$ cat src/rtl/btc_pkg.sv
package btc_pkg;
  typedef enum logic {
    MODE_FUNC = 1'b0,
    MODE_TEST = 1'b1
  } btc_mode_e;

  localparam int unsigned SEL_PINS = 2;
endpackage

$ cat src/rtl/btc_mode_latch.sv
module btc_mode_latch
  import btc_pkg::*;
#(
  parameter int unsigned SEL_W = SEL_PINS
) (
  input  logic             rst_ni,
  input  logic             por_ni,
  input  logic [SEL_W-1:0] sel_i,
  output btc_mode_e        mode_o
);
  btc_mode_e mode_q;

  // reset rising edge acts as the latch clock; POR clears asynchronously
  always_ff @(posedge rst_ni or negedge por_ni) begin
    if (!por_ni) mode_q <= MODE_FUNC;
    else         mode_q <= (sel_i == '0) ? MODE_TEST : MODE_FUNC;
  end

  assign mode_o = mode_q;
endmodule

$ cat src/rtl/btc_parity_net.sv
module btc_parity_net #(
  parameter int unsigned W    = 18,
  parameter bit          TREE = 1'b1
) (
  input  logic [W-1:0] bits_i,
  output logic         par_o
);
  if (TREE) begin : g_tree
    localparam int unsigned LEVELS = (W > 1) ? $clog2(W) : 1;
    localparam int unsigned PAD    = 1 << LEVELS;
    logic [PAD-1:0] lvl [LEVELS+1];

    assign lvl[0] = PAD'(bits_i);
    for (genvar l = 0; l < LEVELS; l++) begin : g_lvl
      for (genvar i = 0; i < PAD; i++) begin : g_node
        if (i < (PAD >> (l + 1))) begin : g_xor
          assign lvl[l+1][i] = lvl[l][2*i] ^ lvl[l][2*i+1];
        end else begin : g_zero
          assign lvl[l+1][i] = 1'b0;
        end
      end
    end
    assign par_o = lvl[LEVELS][0];
  end else begin : g_ripple
    logic [W-1:0] link;
    assign link[0] = bits_i[0];
    for (genvar i = 1; i < W; i++) begin : g_stage
      assign link[i] = link[i-1] ^ bits_i[i];
    end
    assign par_o = link[W-1];
  end
endmodule

$ cat src/rtl/btc_out_sel.sv
module btc_out_sel
  import btc_pkg::*;
(
  input  btc_mode_e mode_i,
  input  logic      par_i,
  input  logic      func_i,
  output logic      pin_o
);
  always_comb begin
    unique case (mode_i)
      MODE_TEST: pin_o = par_i;
      default:   pin_o = func_i;
    endcase
  end
endmodule

$ cat src/rtl/btc_top.sv
module btc_top
  import btc_pkg::*;
#(
  parameter int unsigned CHAIN_W    = 16,
  parameter bit          CHAIN_TREE = 1'b1
) (
  input  logic               rst_ni,
  input  logic               por_ni,
  input  logic               mode_sel0_i,
  input  logic               mode_sel1_i,
  input  logic [CHAIN_W-1:0] chain_i,
  input  logic               func_data_i,
  output logic               shared_o
);
  localparam int unsigned MEMBERS = CHAIN_W + SEL_PINS;

  btc_mode_e            mode;
  logic [SEL_PINS-1:0]  sel;
  logic [MEMBERS-1:0]   members;
  logic                 parity;
  logic                 test_active;

  assign sel     = {mode_sel1_i, mode_sel0_i};
  assign members = {sel, chain_i};

  btc_mode_latch #(.SEL_W(SEL_PINS)) u_mode (
    .rst_ni (rst_ni),
    .por_ni (por_ni),
    .sel_i  (sel),
    .mode_o (mode)
  );

  btc_parity_net #(.W(MEMBERS), .TREE(CHAIN_TREE)) u_par (
    .bits_i (members),
    .par_o  (parity)
  );

  btc_out_sel u_out (
    .mode_i (mode),
    .par_i  (parity),
    .func_i (func_data_i),
    .pin_o  (shared_o)
  );

  assign test_active = (mode == MODE_TEST);
endmodule

$ cat config.mk
export PLATFORM = sky130hd
export DESIGN_NAME = btc_top
export DESIGN_NICKNAME = d
export VERILOG_FILES = /design/src/rtl/btc_pkg.sv /design/src/rtl/btc_mode_latch.sv /design/src/rtl/btc_parity_net.sv /design/src/rtl/btc_out_sel.sv /design/src/rtl/btc_top.sv
export SDC_FILE = /design/constraint.sdc
export NUM_CORES = 1
export LEC_CHECK = 0
export CORE_AREA = 2 2 39 41
export DETAILED_ROUTE_END_ITERATION = 16
export DIE_AREA = 0 0 41 43
export PLACE_DENSITY_LB_ADDON = 0.2
export SLEW_MARGIN = 20
export SYNTH_ARGS = -nofsm -noshare
export SYNTH_HDL_FRONTEND = slang
export SYNTH_SLANG_ARGS = --single-unit
export TNS_END_PERCENT = 5
$ cat constraint.sdc
create_clock -name rst_ni -period 2.4 [get_ports rst_ni]
set_input_delay 0.24 -clock rst_ni [delete_from_list [all_inputs] [get_ports rst_ni]]
set_output_delay 0.24 -clock rst_ni [all_outputs]
set_load 0.1 [all_outputs]
==> flow_metrics.py <==
metrics = {
    "sta": {
        "finalCritPeriodShare_pct": 92.63,
        "hold-worst-slack_ns": 0.3978,
        "slew_headroom_pct": 83.24,
        "period_minus_slack_ns": 2.223,
        "final-hold-violation-count": 0,
        "drv_slew": 0,
        "slew_at_the_pin_closest_to_its_max_slew_limit_ns": 0.2496,
        "setup_viol_count_final": 0,
        "max_clock_freq_mhz": 449.8,
        "grt_setup_unrepaired": "false",
    },
    "synth": {
        "synthesis.area_per_instance_um2": 10.64,
        "netlist_top_cells_count": "sky130_fd_sc_hd__xnor2_1 (12), sky130_fd_sc_hd__inv_1 (2)",
        "yosys.area.top_type_share_pct": 49.41,
        "synth_enable_flop_cells": 0,
        "netlist.top_cell.by_area": "sky130_fd_sc_hd__xnor2_1",
        "postSynth.topFlopCell": "sky130_fd_sc_hd__dfrtp_1",
        "synth.net_count": 42,
        "synthArstFlopShare_pct": 100.0,
        "synth_sequential_area_ratio_pct": 11.76,
        "cell_area_after_synthesis_um2": 212.7,
        "synthMostInstantiatedCell": "sky130_fd_sc_hd__xnor2_1",
        "ys_types": 8,
        "yosys_warnings": 0,
        "number_of_instances_in_the_synthesized_netlist": 20,
        "post_synth_main_area_contributors": "sky130_fd_sc_hd__xnor2_1 (49%), sky130_fd_sc_hd__dfrtp_1 (12%), sky130_fd_sc_hd__xnor3_1 (11%)",
        "ys_seq_elements": 1,
    },
    "hold_path": {
        "hold_path.class": "in -> async",
    },
    "worst_setup_path": {
        "cp-end-kind": "output pin",
        "timing_worst_setup_path_type": "in -> out",
        "required_ns": 2.16,
        "timing.critical_path.from_type": "input pin",
        "worst_ep_arrival_ns": 1.98,
        "timing.critical_path.fanout_max": 1,
    },
    "placement": {
        "port_buffers": 21,
        "gp_congestion": 0.4621,
        "placed_wire_length_estimate_um": 396.2,
        "placedCellCount": 57,
    },
    "power": {
        "report.power.total_w": 0.0001975,
        "power-per-cell-area_nw_per_um2": 438.5,
        "static-leakage-power_nw": 0.1816,
        "peakVddDrop_mv": 0.1424,
    },
    "layout": {
        "area.sequential_um2": 25.02,
        "layout.nets": 65,
        "n_antenna_cell": 0,
        "multi_input_area_um2": 180.2,
        "final_layout_size_suffix_gt1_share_pct": 7.317,
        "number_of_standard_cells_in_the_final_layout_excluding_fillers": 57,
        "area.growth.synth_to_final_pct": 111.8,
        "number_of_flip_flops_in_the_largest_register": 1,
        "fillers": 148,
    },
    "floorplan": {
        "rows": 14,
        "num_io_pins": 22,
        "initial_utilization_pct": 15.37,
        "core_area_um2": 1384,
        "chipHeight_um": 43,
        "fp.dieW_um": 41,
        "floorplan.die_area_um2": 1763,
    },
    "detailed_routing": {
        "detailroute.via_count": 201,
        "routed_wl_um": 423,
        "firstDrtPassIters": 1,
        "drcViolationCount": 0,
        "dr.first_iter.drc_count": 0,
        "route.antenna.remaining_nets": 0,
        "drt-vias-per-instance": 3.526,
        "routedWlPerCell_um": 7.421,
    },
    "job": {
        "maxCapViolations": 0,
    },
    "cts": {
        "postCtsSetupRepairBufs": 0,
        "cts.hold.buffers_added": 0,
        "clk_pin_slew_ns": 0,
    },
    "global_route": {
        "grt-ovfl-total": 0,
        "vias_in_the_first_global_route": 199,
        "grt_first_pass_wirelength_um": 655,
        "antenna_found_initial": 0,
        "grt_usage_pct": 4.920,
        "grt_start_max_net_pins": 2,
    },
    "run_status": {
        "run_status": "completed",
    },
}
[routing by layer]
layer	track usage [%]	part of all wire [%]
met1	4.180	33
met2	11.25	54
met3	0	13
met4	0	0
met5	0	0
[cell usage in the layout (no fill, tap or decap)]
| cell type | instances |
|---|---|
| sky130_fd_sc_hd__xnor2_1 | 12 |
| sky130_fd_sc_hd__inv_1 | 2 |
| sky130_fd_sc_hd__dfrtp_1 | 1 |
| sky130_fd_sc_hd__mux2_4 | 1 |
| sky130_fd_sc_hd__xnor2_2 | 1 |
| sky130_fd_sc_hd__ha_1 | 1 |
| sky130_fd_sc_hd__xnor3_1 | 1 |
| sky130_fd_sc_hd__xor2_1 | 1 |
| sky130_fd_sc_hd__clkdlybuf4s50_1 | 18 |
| sky130_fd_sc_hd__buf_12 | 1 |
| sky130_fd_sc_hd__dlygate4sd2_1 | 2 |
[how the worst max path moves through the flow]
stage | startpoint | to | slack (ns) | cells after the start
after global placement | mode_sel0_i | shared_o | -0.20 | 9
after floorplan | mode_sel0_i | shared_o | 0.38 | 7
after CTS | chain_i[14] | shared_o | 0.15 | 7
final | chain_i[14] | shared_o | 0.18 | 7
after detailed placement | mode_sel0_i | shared_o | -0.20 | 9
after global routing | chain_i[12] | shared_o | 0.09 | 7
[worst max-delay path, stage by stage]
cell and delay [ns]:
sky130_fd_sc_hd__clkdlybuf4s50_1 0.41, sky130_fd_sc_hd__xnor2_1 0.19, sky130_fd_sc_hd__xnor2_1 0.14, sky130_fd_sc_hd__xnor3_1 0.42
sky130_fd_sc_hd__xnor2_1 0.14, sky130_fd_sc_hd__mux2_4 0.27, sky130_fd_sc_hd__buf_12 0.17
[kinds of logic (layout without fill, tap and decap cells)]
logic type / after synthesis / in the layout / synth area share, %
muxes: 1 / 1 / 7.057
xor gates and xnor gates: 15 / 15 / 71.77
DFF: 1 / 1 / 11.76
adders and majority gates: 1 / 1 / 5.881
buffers and inverters: 2 / 23 / 3.531
[power by group]
part	total [W]	internal [W]	leakage [nW]	switching [W]
combinational	0.000179	0.000103	0.169	0.0000763
clock	0	0	0	0
sequential	0.0000184	0.0000180	0.0129	0.000000393
[metrics by stage]
step	utilization, %	setup slack (ns)	TNS [ns]	instance area, um^2
finish	32.55	0.1770	0	450.4
global route	32.55	0.09409	0	450.4
CTS	32.55	0.1500	0	450.4
detailed placement	32.73	-0.2022	-0.2022	452.9
global placement	32.73	-0.1993	-0.1993	452.9
floorplan	-	0.3830	0	212.7
[timing repair]
item,CTS,global route
endpoints found under the setup margin,1,0
hold endpoints to repair,0,0
resized for setup,2,0
[final cells by class]
type	count	share of cell area, %
inverters	2	1.667
multi-input cells	17	40.00
flip-flops and latches	1	5.556
well taps	16	4.444
repair buffers	21	48.33
Note: power is estimated with default switching activity, not from simulation.
